[src/rtl/clkdiv_pkg.sv]
// Package: shared defaults and types for the core clock divider.
// Assumes: ratio fields are unsigned and an all-zero field means the maximum ratio.
package clkdiv_pkg;

    // Default width of the ratio field.
    localparam int unsigned DEF_RATIO_W = 4;

    // Polarity choice for the forwarded processor clock.
    typedef enum logic {
        POL_INVERTED = 1'b0,
        POL_DIRECT   = 1'b1
    } cpu_pol_e;

endpackage

[src/rtl/clkdiv_ratio_map.sv]
// Module: maps the raw ratio field to the effective divide ratio K.
// Assumes: a zero field means 2**RATIO_W; every other value is used as is.
module clkdiv_ratio_map #(
    parameter int unsigned RATIO_W = clkdiv_pkg::DEF_RATIO_W
) (
    input  logic [RATIO_W-1:0] ratio_i,
    output logic [RATIO_W:0]   k_o
);
    localparam int unsigned K_W = RATIO_W + 1;
    localparam logic [K_W-1:0] K_MAX_V = {1'b1, {RATIO_W{1'b0}}};

    // Decode the field; zero is the top ratio.
    always_comb begin
        k_o = {1'b0, ratio_i};
        if (ratio_i == '0) begin
            k_o = K_MAX_V;
        end
    end
endmodule

[src/rtl/clkdiv_period_ctr.sv]
// Module: period counter that counts 0..K-1 and pulses the enable on wrap.
// Assumes: K is sampled only at the terminal count or during reset, so a
// period in progress always runs to its full length.
module clkdiv_period_ctr #(
    parameter int unsigned RATIO_W = clkdiv_pkg::DEF_RATIO_W
) (
    input  logic               clk_i,
    input  logic               rst_ni,
    input  logic [RATIO_W:0]   k_map_i,
    output logic [RATIO_W-1:0] cnt_q,
    output logic [RATIO_W:0]   k_q,
    output logic               en_q,
    output logic [RATIO_W-1:0] cnt_d,
    output logic [RATIO_W:0]   k_d,
    output logic               wrap_o
);
    localparam int unsigned K_W = RATIO_W + 1;

    logic en_d;

    // Terminal count: the counter has reached K-1.
    assign wrap_o = ({1'b0, cnt_q} == (k_q - K_W'(1)));

    // Next-state values, including reset, shared with the phase generator.
    always_comb begin
        if (!rst_ni) begin
            cnt_d = '0;
            k_d   = k_map_i;
            en_d  = 1'b0;
        end else if (wrap_o) begin
            cnt_d = '0;
            k_d   = k_map_i;
            en_d  = 1'b1;
        end else begin
            cnt_d = cnt_q + RATIO_W'(1);
            k_d   = k_q;
            en_d  = 1'b0;
        end
    end

    // Counter, active ratio and enable registers.
    always_ff @(posedge clk_i) begin
        if (!rst_ni) begin
            cnt_q <= '0;
            k_q   <= k_map_i;
            en_q  <= 1'b0;
        end else begin
            cnt_q <= cnt_d;
            k_q   <= k_d;
            en_q  <= en_d;
        end
    end
endmodule

[src/rtl/clkdiv_phase_gen.sv]
// Module: builds the divided clock from the counter's next state.
// Assumes: the high phase covers counts 0..floor(K/2)-1. For K = 1 the
// master clock is passed through when the bypass option is on.
module clkdiv_phase_gen #(
    parameter int unsigned RATIO_W   = clkdiv_pkg::DEF_RATIO_W,
    parameter bit          K1_BYPASS = 1'b1
) (
    input  logic               clk_i,
    input  logic               rst_ni,
    input  logic [RATIO_W-1:0] cnt_d,
    input  logic [RATIO_W:0]   k_d,
    input  logic [RATIO_W:0]   k_q,
    output logic               div_clk_o
);
    localparam int unsigned K_W = RATIO_W + 1;

    logic           div_q;
    logic [K_W-1:0] half_d;
    logic           high_d;

    // The high phase lasts floor(K/2) counts.
    always_comb begin
        half_d = k_d >> 1;
        high_d = ({1'b0, cnt_d} < half_d);
    end

    // Phase register; on reset it takes the value for count zero.
    always_ff @(posedge clk_i) begin
        if (!rst_ni) begin
            div_q <= high_d;
        end else begin
            div_q <= high_d;
        end
    end

    generate
        if (K1_BYPASS) begin : g_bypass
            // Divide-by-one passes the master clock straight through.
            assign div_clk_o = (k_q == K_W'(1)) ? clk_i : div_q;
        end else begin : g_reg_only
            // Registered phase only.
            assign div_clk_o = div_q;
        end
    endgenerate
endmodule

[src/rtl/clkdiv_cpu_fwd.sv]
// Module: forwards the master clock to the processor with a selectable polarity.
// Assumes: the polarity is static while the processor runs, so no glitch
// protection is provided.
module clkdiv_cpu_fwd (
    input  logic                 clk_i,
    input  clkdiv_pkg::cpu_pol_e pol_i,
    output logic                 cpu_clk_o
);
    // Choose between the true and the inverted master clock.
    always_comb begin
        if (pol_i == clkdiv_pkg::POL_DIRECT) begin
            cpu_clk_o = clk_i;
        end else begin
            cpu_clk_o = ~clk_i;
        end
    end
endmodule

[src/rtl/core_clk_divider.sv]
// Module: top of the core clock divider. It produces an enable and a clock at
// master/K, and forwards the master clock to the processor.
// Assumes: a synchronous active-low reset in the master clock domain.
module core_clk_divider #(
    parameter int unsigned RATIO_W = clkdiv_pkg::DEF_RATIO_W
) (
    input  logic               mclk_i,
    input  logic               rst_n_i,
    input  logic [RATIO_W-1:0] ratio_i,
    input  logic               cpu_noinv_i,
    output logic               div_en_o,
    output logic               div_clk_o,
    output logic               cpu_clk_o
);
    logic [RATIO_W:0]   k_map;
    logic [RATIO_W-1:0] cnt_q;
    logic [RATIO_W:0]   k_q;
    logic [RATIO_W-1:0] cnt_d;
    logic [RATIO_W:0]   k_d;
    logic               wrap;

    clkdiv_ratio_map #(.RATIO_W(RATIO_W)) u_map (
        .ratio_i (ratio_i),
        .k_o     (k_map)
    );

    clkdiv_period_ctr #(.RATIO_W(RATIO_W)) u_ctr (
        .clk_i   (mclk_i),
        .rst_ni  (rst_n_i),
        .k_map_i (k_map),
        .cnt_q   (cnt_q),
        .k_q     (k_q),
        .en_q    (div_en_o),
        .cnt_d   (cnt_d),
        .k_d     (k_d),
        .wrap_o  (wrap)
    );

    clkdiv_phase_gen #(.RATIO_W(RATIO_W), .K1_BYPASS(1'b1)) u_phase (
        .clk_i     (mclk_i),
        .rst_ni    (rst_n_i),
        .cnt_d     (cnt_d),
        .k_d       (k_d),
        .k_q       (k_q),
        .div_clk_o (div_clk_o)
    );

    clkdiv_cpu_fwd u_cpu (
        .clk_i     (mclk_i),
        .pol_i     (clkdiv_pkg::cpu_pol_e'(cpu_noinv_i)),
        .cpu_clk_o (cpu_clk_o)
    );
endmodule

[config.mk]
export PLATFORM = sky130hd
export DESIGN_NAME = core_clk_divider
export DESIGN_NICKNAME = d
export VERILOG_FILES = /design/src/rtl/clkdiv_pkg.sv /design/src/rtl/clkdiv_ratio_map.sv /design/src/rtl/clkdiv_period_ctr.sv /design/src/rtl/clkdiv_phase_gen.sv /design/src/rtl/clkdiv_cpu_fwd.sv /design/src/rtl/core_clk_divider.sv
export SDC_FILE = /design/constraint.sdc
export NUM_CORES = 1
export LEC_CHECK = 0
export ABC_AREA = 1
export BUFFER_PORTS_ARGS = -buffer_cell sky130_fd_sc_hd__buf_2
export CORE_AREA = 10 10 47 49
export DETAILED_ROUTE_END_ITERATION = 16
export DIE_AREA = 0 0 57 59
export GPL_TIMING_DRIVEN = 0
export PLACE_DENSITY_LB_ADDON = 0.12
export SLEW_MARGIN = 10
export SYNTH_ARGS = -nofsm -noshare
export SYNTH_HDL_FRONTEND = slang
export SYNTH_SLANG_ARGS = --single-unit
[constraint.sdc]
create_clock -name mclk_i -period 5.15 [get_ports mclk_i]
set_clock_uncertainty 0.15 [all_clocks]
set_input_delay 0.515 -clock mclk_i [delete_from_list [all_inputs] [get_ports mclk_i]]
set_output_delay 0.515 -clock mclk_i [all_outputs]
set_load 0.01 [all_outputs]
-- Word level (Yosys, flattened, before mapping)
Index checks and enable logic that the tools add are counted.
- register bits after elaboration: 11
- input port bits: 7
- output and inout port bits: 3
- word-level logic and storage cells: 22
- add/subtract/negate cells: 2
- $lt $le $gt $ge: 1
- equality and inequality tests: 3
- mux-type cells: 9
- bitwise gates (word level): 1
- reductions and logical operators: 1
- operator list (cell ; number):
    5-bit two-way mux ; 4
    4-bit two-way mux ; 2
    4-bit by 5-bit equality test with 1-bit output ; 1
    5-bit by 1-bit equality test with 1-bit output (second input constant) ; 1
    5-bit by 1-bit subtractor with 5-bit output (second input constant) ; 1
    4-bit by 1-bit adder with 4-bit output (second input constant) ; 1
    4-bit logical NOT ; 1
    4-bit < comparator ; 1
    1-bit two-way mux ; 3
    2-bit by 1-bit inequality test with 1-bit output (second input constant) ; 1
    1-bit inverter ; 1

-- Longest topological paths before layout
Gate-level depths: netlist (run 1).
- depth in word-level cells: 5
- mapped depth: 16
- gate-level depth less buffers: 16

-- Cells and area by module
From an unflattened synthesis (run 1), not the netlist that was laid out.
- cell total of the unflattened synthesis: 124
- area, all modules: 778.2 um^2
- modules (own cells, without submodules) (module ; instances ; cells an instance ; area an instance (um^2) ; sequential area each (um^2)):
    clkdiv_period_ctr ; 1 ; 84 ; 563.0 ; 200.2
    clkdiv_phase_gen ; 1 ; 24 ; 155.1 ; 20.0
    clkdiv_ratio_map ; 1 ; 11 ; 41.3 ; 0.0
    clkdiv_cpu_fwd ; 1 ; 5 ; 18.8 ; 0.0

==> impl_metrics.ini, run 1 <==
[sta]
setup_tns_ns = 0
setup_ws_ns = 1.28
setup_viol = 0
hold_slack_ns = 0.245
rsz0062_at_grt = no
maxSlewViolCount = 0
hold_violations = 0
relSlewSlack = 0.867
tightestPinTransition_ns = 0.199

[route]
ant_nets = 0
avgViaCountPerCell = 4.60
first_iter_violations = 6
wl_per_cell_um = 9.78
wl_um = 1300
firstDrtPassIters = 4
post-route-drc-count = 0
vias = 612

[placed_design]
placed_cell_area_um2 = 763
dpl_worst_slack_ns = 1.54
place_hpwl_um = 1020
dp.cells = 124
portBuffers = 9
place_congestion = 0.788

[final_layout]
drive_above_1_share = 0.248
final_core_util = 0.597
area_delta_synth_final_pct = 19.9
mostFrequentLayoutCells = inv_1, nand2_1, nor2_1, dfxtp_1
nets = 130
final_area_um2 = 837
num_antenna_cells = 0
instances_no_fill = 133
fill_cells = 132

[worst_hold_path]
hold_end = u_ctr.en_q
whs_path_depth = 3
hold_path.class = input pin to register
min_from = rst_n_i

[synthesis]
synthesis.area_um2 = 698
yosysWarnings = 0
post_synth.cell_area_avg_um2 = 7.05
synthesis.nets = 112
synth_edf_count = 1
synth_cell_types = 21
syn_inst = 99
synth_seq_cells = 11
synth_top_area_share = 0.287
yosys.area.top_type = dfxtp_1
synth_area_leaders = dfxtp_1, ha_1, inv_1
synth_ff_type = dfxtp_1
async_flop_share = 0
synth-seq-area-share = 0.330

[worst_setup_path]
r2r_cells = 16
worstReg2RegEnd = u_phase.div_q
r2r-start = u_ctr.k_q[0]
worst_ep_required_time_ns = 4.49
crit_path_start_kind = clock port
slowest_delay_ns = 0.25
path_common_cell = clkbuf_4
cp_cell_sequence = clkbuf_4, clkbuf_4, mux2_2, buf_2
cp_slowest_cell = mux2_2
arrival_ns = 3.20
criticalPathCategory = clock port to output port
cp_max_fo = 2
r2r_slack_ns = 2.70
endpoint_kind = output port

[global_routing]
grt_usage = 0.0910
grt_pass1_wl_um = 2360
grt_overflow = 0
grt_max_degree = 11
antenna_found_initial = 0
grt_pass1_vias = 618

[clocking]
holdBufCountCts = 0
clock_latency_ns = 0.37
cts_tree = done
postCtsSetupBuffers = 0
cts.repair.resized = 0
clk_pin_slew_worst_paths_ns = 0.07

[flow_run]
drv_cap = 0

[power_and_ir_drop]
power.total_uw = 329
ir_drop_mv = 0.260
powerDensity_mw_per_mm2 = 393
p_leak_nw = 0.461

[floorplanning]
ios = 10
rows = 14
die_h_um = 59
die_w_um = 57
start_util = 0.498
core_mm2 = 0.00140
die_area_mm2 = 0.00336

[outcome]
status = finished, final reports clean
worst max path at each step:
stage                 from         to  cells after the start
floorplan           mclk_i  div_clk_o                      1
global placement    mclk_i  div_clk_o                      2
detailed placement  mclk_i  div_clk_o                      2
CTS                 mclk_i  div_clk_o                      4
global route        mclk_i  div_clk_o                      4
finish              mclk_i  div_clk_o                      4
registers in the layout, summed over array words and instances (netlist names):
| name | count |
|---|---|
| u_ctr.en_q | 1 |
| u_phase.div_q | 1 |
| u_ctr.cnt_q | 4 |
| u_ctr.k_q | 5 |
report_power, final:
part | leakage (nW) | total [mW] | internal (mW) | switching, mW
registers | 0.0928 | 0.107 | 0.0973 | 0.00986
logic | 0.311 | 0.0643 | 0.0267 | 0.0376
clock network | 0.0579 | 0.158 | 0.105 | 0.0531
area by class of cell:
cell class | instances | area (µm²) | area share
plain buffers | 1 | 11.3 | 0.0135
well taps | 16 | 20.0 | 0.0239
clock inverters | 1 | 17.5 | 0.0209
repair buffers | 7 | 35.0 | 0.0419
multi-input cells | 65 | 374 | 0.447
flip-flops and latches | 11 | 230 | 0.275
inverters | 22 | 82.6 | 0.0987
clock buffers | 10 | 66.3 | 0.0792
cell families (layout without fill, tap and decap cells):
kind of cell    count (synthesis)  after routing  synth area share
flops                          11             11             0.330
fa+ha+maj                       6              6             0.108
buf+inv                        23             41             0.134
compound gates                  6              6            0.0627
mux                             1              1            0.0161
simple gates                   49             49             0.312
xor+xnor                        3              3            0.0376
metal layers:
metal  track usage  routed length (µm)  up-vias
met1        0.0933                 591      261
met4        0.0805                  19        0
met2         0.130                 647       11
met3        0.0515                  43        3
met5             0                   0        -
li1              -                   -      337
worst max-delay path, delay by kind of cell:
family   cells  cell delay [ns]
mux          1             0.25
buf+inv      3             0.38
cells in the mapped netlist (2+ instances only):
library cell	count
a21oi_1	2
dfxtp_1	10
ha_1	6
inv_1	18
inv_2	4
nand2_1	18
nand3_1	9
nor2_1	16
o21ai_2	3
xnor2_1	2
Note: power is estimated with default switching activity, not from simulation.
==> run 2, diff against run 1 <==
--- a/config.mk
+++ b/config.mk
@@ -7,9 +7,9 @@
 export LEC_CHECK = 0
 export ABC_AREA = 1
 export BUFFER_PORTS_ARGS = -buffer_cell sky130_fd_sc_hd__buf_2
-export CORE_AREA = 10 10 47 49
+export CORE_MARGIN = 10
+export CORE_UTILIZATION = 48
 export DETAILED_ROUTE_END_ITERATION = 16
-export DIE_AREA = 0 0 57 59
 export GPL_TIMING_DRIVEN = 0
 export PLACE_DENSITY_LB_ADDON = 0.12
 export SLEW_MARGIN = 10
==> constraint.sdc (replaced) <==
create_clock -name mclk_i -period 3.5 [get_ports mclk_i]
set_clock_uncertainty 0.15 [all_clocks]
set_input_delay 0.35 -clock mclk_i [delete_from_list [all_inputs] [get_ports mclk_i]]
set_output_delay 0.35 -clock mclk_i [all_outputs]
set_load 0.01 [all_outputs]
==> run 2 against run 1 <==
  * Cell count decreased by 0.75%
  * Utilization increased by 2.9 points
  * Power increased by 48%
  * Clock-buffer cell count unchanged
  * Global-route usage decreased by 0.25 points
  * Combinational power increased by 44%
  * Sequential share of layout area about the same
  * Worst setup slack got worse by 0.66 ns
  * Non-clock buffer count unchanged
  * Sequential power increased by 47%
  * Clock power increased by 49%
  * Critical endpoint unchanged
  * Largest cell class unchanged
  * Largest power group unchanged
==> impl_metrics.ini, run 2 (synthesis results as in run 1) <==
[route]
post-route-drc-count = 0
wl_um = 1280
wl_per_cell_um = 9.67
vias = 609
ant_nets = 0
first_iter_violations = 20
firstDrtPassIters = 4
avgViaCountPerCell = 4.61

[global_routing]
grt_pass1_vias = 589
grt_pass1_wl_um = 2260
grt_max_degree = 11
grt_usage = 0.0885
grt_use_met3 = 0.0545
met2_usage = 0.118
grt_overflow = 0
grt_util_met1 = 0.0914
busiest_layer = met2
antenna_found_initial = 0

[sta]
relSlewSlack = 0.842
setup_tns_ns = 0
hold_violations = 0
maxSlewViolCount = 0
rsz0062_at_grt = no
setup_viol = 0
tightestPinTransition_ns = 0.236

[clocking]
postCtsSetupBuffers = 0
clk_pin_slew_worst_paths_ns = 0.07
clock_latency_ns = 0.37
holdBufCountCts = 0
cts.repair.resized = 0
cts_tree = done

[worst_setup_path]
worst_ep_required_time_ns = 3.00
arrival_ns = 2.38
crit_path_start_kind = clock port
criticalPathCategory = clock port to output port
r2r_cells = 16
worstReg2RegEnd = u_phase.div_q
cp_max_fo = 2
startpoint = mclk_i
endpoint_kind = output port
crit_path_end = div_clk_o
r2r_slack_ns = 1.07
r2r-start = u_ctr.k_q[0]

[floorplanning]
ios = 10
rows = 13
die_area_mm2 = 0.00338
start_util = 0.523
die_w_um = 58.1
core_mm2 = 0.00133
die_h_um = 58.1

[final_layout]
instances_no_fill = 132
nets = 130
final_core_util = 0.627
largest_register = u_ctr.k_q
fill_cells = 132
drive_above_1_share = 0.248
largest_register_ffs = 5
mostFrequentLayoutCells = inv_1, nand2_1, nor2_1, dfxtp_1
top_regs = u_ctr.k_q (5), u_ctr.cnt_q (4)
num_antenna_cells = 0
area_delta_synth_final_pct = 19.7

[power_and_ir_drop]
powerDensity_mw_per_mm2 = 581
power.total_uw = 486
p_leak_nw = 0.461
ir_drop_mv = 0.321

[placed_design]
place_hpwl_um = 992
portBuffers = 9
place_congestion = 0.770
dp.cells = 123

[outcome]
status = finished, final reports clean

[worst_hold_path]
hold_path.class = input pin to register

[flow_run]
drv_cap = 0
[run 2: cell counts in the layout (fill, tap and decap cells not counted)]
No cell type changed its count.
[run 2: how the worst min path moves through the flow]
stage	slack (ns)	endpoint	depth (start not counted)	start
final	0.08	u_ctr.en_q	3	rst_n_i
after global placement	0.36	cpu_clk_o	2	mclk_i
after detailed placement	0.36	cpu_clk_o	2	mclk_i
after global routing	0.09	u_ctr.en_q	3	rst_n_i
after CTS	0.07	u_ctr.en_q	3	rst_n_i
after floorplan	0.28	cpu_clk_o	1	mclk_i
[run 2: cell type report]
class                   count  area (µm²)  area share
clock buffers              10        66.3      0.0793
well taps                  15        18.8      0.0225
clock inverters             1        17.5      0.0210
flip-flops and latches     11         230       0.275
plain buffers               1        11.3      0.0135
multi-input cells          65         374       0.448
inverters                  22        82.6      0.0988
repair buffers              7        35.0      0.0419
[run 2: critical path: stages]
cell	delay, ns
clkbuf_4	0.12
clkbuf_4	0.13
mux2_2	0.25
buf_2	0.14
[run 2: metal layers]
| layer | up-vias | routed length (µm) |
|---|---|---|
| li1 | 333 | - |
| met3 | 6 | 67 |
| met2 | 12 | 558 |
| met1 | 258 | 618 |
| met5 | - | 0 |
| met4 | 0 | 31 |
[run 2: through the flow]
stage / hold slack [ns] / cell area (µm²) / setup slack, ns
floorplan: 0.276 / 698 / 0.978
global placement: 0.357 / 762 / 0.884
detailed placement: 0.357 / 762 / 0.884
CTS: 0.0690 / 836 / 0.604
global route: 0.0915 / 836 / 0.585
finish: 0.0795 / 836 / 0.618
[run 2: where the power goes]
part	leakage [nW]	internal (mW)	switching [mW]	total, mW
logic	0.311	0.0390	0.0535	0.0926
clock network	0.0579	0.154	0.0819	0.236
registers	0.0928	0.143	0.0141	0.157
==> run 3, diff against run 2 <==
==> constraint.sdc (replaced) <==
create_clock -name mclk_i -period 2.45 [get_ports mclk_i]
set_clock_uncertainty 0.15 [all_clocks]
set_input_delay 0.245 -clock mclk_i [delete_from_list [all_inputs] [get_ports mclk_i]]
set_output_delay 0.245 -clock mclk_i [all_outputs]
set_load 0.01 [all_outputs]
==> run 3 against run 2 <==
  * Sequential share of layout area decreased by 1.8 points
  * Critical path type is now register to register
  * Worst hold slack got worse by 0.049 ns
  * Die area is the same
  * Clock power grew 44%
  * Clock-buffer cell count did not move
  * Design area is 6.9% higher
  * Utilization rose by 4.3 points
  * Global-route usage grew 0.26 points
  * Sequential power is 43% higher
  * Flip-flop and latch count stayed put
  * Routed wire length up 9.9%
  * Register-to-register slack got worse by 0.92 ns
==> impl_metrics.ini, run 3 (synthesis results as in run 1) <==
[worst_setup_path]
worst_ep_required_time_ns = 2.61
cp_max_fo = 5
arrival_ns = 2.46
endpoint_kind = register
criticalPathCategory = register to register
slowest_delay_ns = 0.41
critPathTopFamily = simple AND/OR/NAND/NOR gates
cp_slowest_cell = edfxtp_1
path_buf_inv = 3
crit_path_start_kind = register
r2r_slack_ns = 0.15
cp_cell_sequence = inv_2, ha_4, nand2_2, inv_2, nor2_1, nand2_1, nor2_2, nand3_2, nand2_4, inv_2, or2_1, o21ai_2, ha_1, nand2_1, nand2_1, a21oi_1

[flow_run]
drv_cap = 0

[sta]
tightestPinTransition_ns = 0.220
fin_crit_ns = 2.30
hold_slack_ns = 0.0306
setup_ws_ns = 0.149
rsz0062_at_grt = yes
setup_viol = 0
max_freq_mhz = 435
maxSlewViolCount = 0
hold_violations = 0
relSlewSlack = 0.853
period_share = 0.939

[power_and_ir_drop]
p_leak_nw = 0.480
power.total_uw = 721
ir_drop_mv = 0.448
powerDensity_mw_per_mm2 = 807

[placed_design]
dpl_worst_slack_ns = 0.0196
portBuffers = 9
place_hpwl_um = 992
place_congestion = 0.770

[final_layout]
top_regs = u_ctr.k_q (5), u_ctr.cnt_q (4)
final_common_cell = nand2_1
area_delta_synth_final_pct = 28.0
mostFrequentLayoutCells = nand2_1, inv_1, nor2_1, dfxtp_1
largest_register = u_ctr.k_q
fill_cells = 122
largest_register_ffs = 5
drive_above_1_share = 0.311
nets = 135
final_core_util = 0.670
num_antenna_cells = 0

[floorplanning]
core_mm2 = 0.00133
die_w_um = 58.1
die_h_um = 58.1
start_util = 0.523
rows = 13
ios = 10
die_area_mm2 = 0.00338

[route]
top_layer_used = met4
first_iter_violations = 14
avgViaCountPerCell = 4.69
vias = 642
ant_nets = 0
wl_met1_um = 671
post-route-drc-count = 0
wl_per_cell_um = 10.2
wl_um = 1400
wl_met2_um = 626
firstDrtPassIters = 4
wl_met3_um = 73

[outcome]
status = finished, final reports clean

[clocking]
clock_latency_ns = 0.38
cts_tree = done
clk_pin_slew_worst_paths_ns = 0.07

[global_routing]
grt_pass1_vias = 595
grt_overflow = 0
grt_max_degree = 11
grt_usage = 0.0911
antenna_found_initial = 0
grt_pass1_wl_um = 2340

[worst_hold_path]
hold_path.class = input pin to register
-- run 3: tightest hold or removal path, delay by kind of cell --
kind	cells	cell delay, ns
buffers and inverters	3	0.15
AND/OR/NAND/NOR	1	0.07
AO/OA/AOI/OAI	1	0.06
-- run 3: final timing paths --
check	cells after the start	start	end
min	5	ratio_i[3]	u_ctr.k_q[3]
max	16	u_ctr.k_q[0]	u_phase.div_q
max reg2reg	16	u_ctr.k_q[0]	u_phase.div_q
min reg2reg	2	u_ctr.k_q[4]	u_ctr.k_q[4]
-- run 3: metrics by stage --
step                TNS [ns]  instances  cell area, µm²
global placement           0        123             762
finish                     0        137             893
floorplan                  0         99             698
global route         -0.0785        137             893
CTS                        0        134             853
detailed placement         0        123             762
-- run 3: timing repair --
action                                  in CTS  in global routing
hold buffers                                 1                  0
endpoints found under the setup margin       1                  1
endpoints found under the hold margin        1                  0
pin swaps                                    0                  6
gates resized for setup                      0                  5
buffers inserted                             1                  3
-- run 3: power by group --
group | leakage (nW) | switching [mW] | total, mW | internal (mW)
combinational | 0.330 | 0.0858 | 0.157 | 0.0717
sequential | 0.0928 | 0.0199 | 0.224 | 0.204
clock | 0.0579 | 0.119 | 0.339 | 0.221
-- run 3: layout make-up --
class                           instances  area (µm²)  area share
Timing Repair Buffer                   12        75.1      0.0840
Multi-Input combinational cell         65         392       0.438
Clock buffer                           10        66.3      0.0742
Clock inverter                          1        17.5      0.0196
Sequential cell                        11         230       0.258
Tap cell                               15        18.8      0.0210
Buffer                                  1        11.3      0.0126
Inverter                               22        82.6      0.0924
-- run 3: metal layers --
layer / global-route usage / up-vias
met5: 0 / -
met4: 0.0872 / 0
met3: 0.0545 / 6
met2: 0.123 / 16
met1: 0.0950 / 276
li1: - / 344
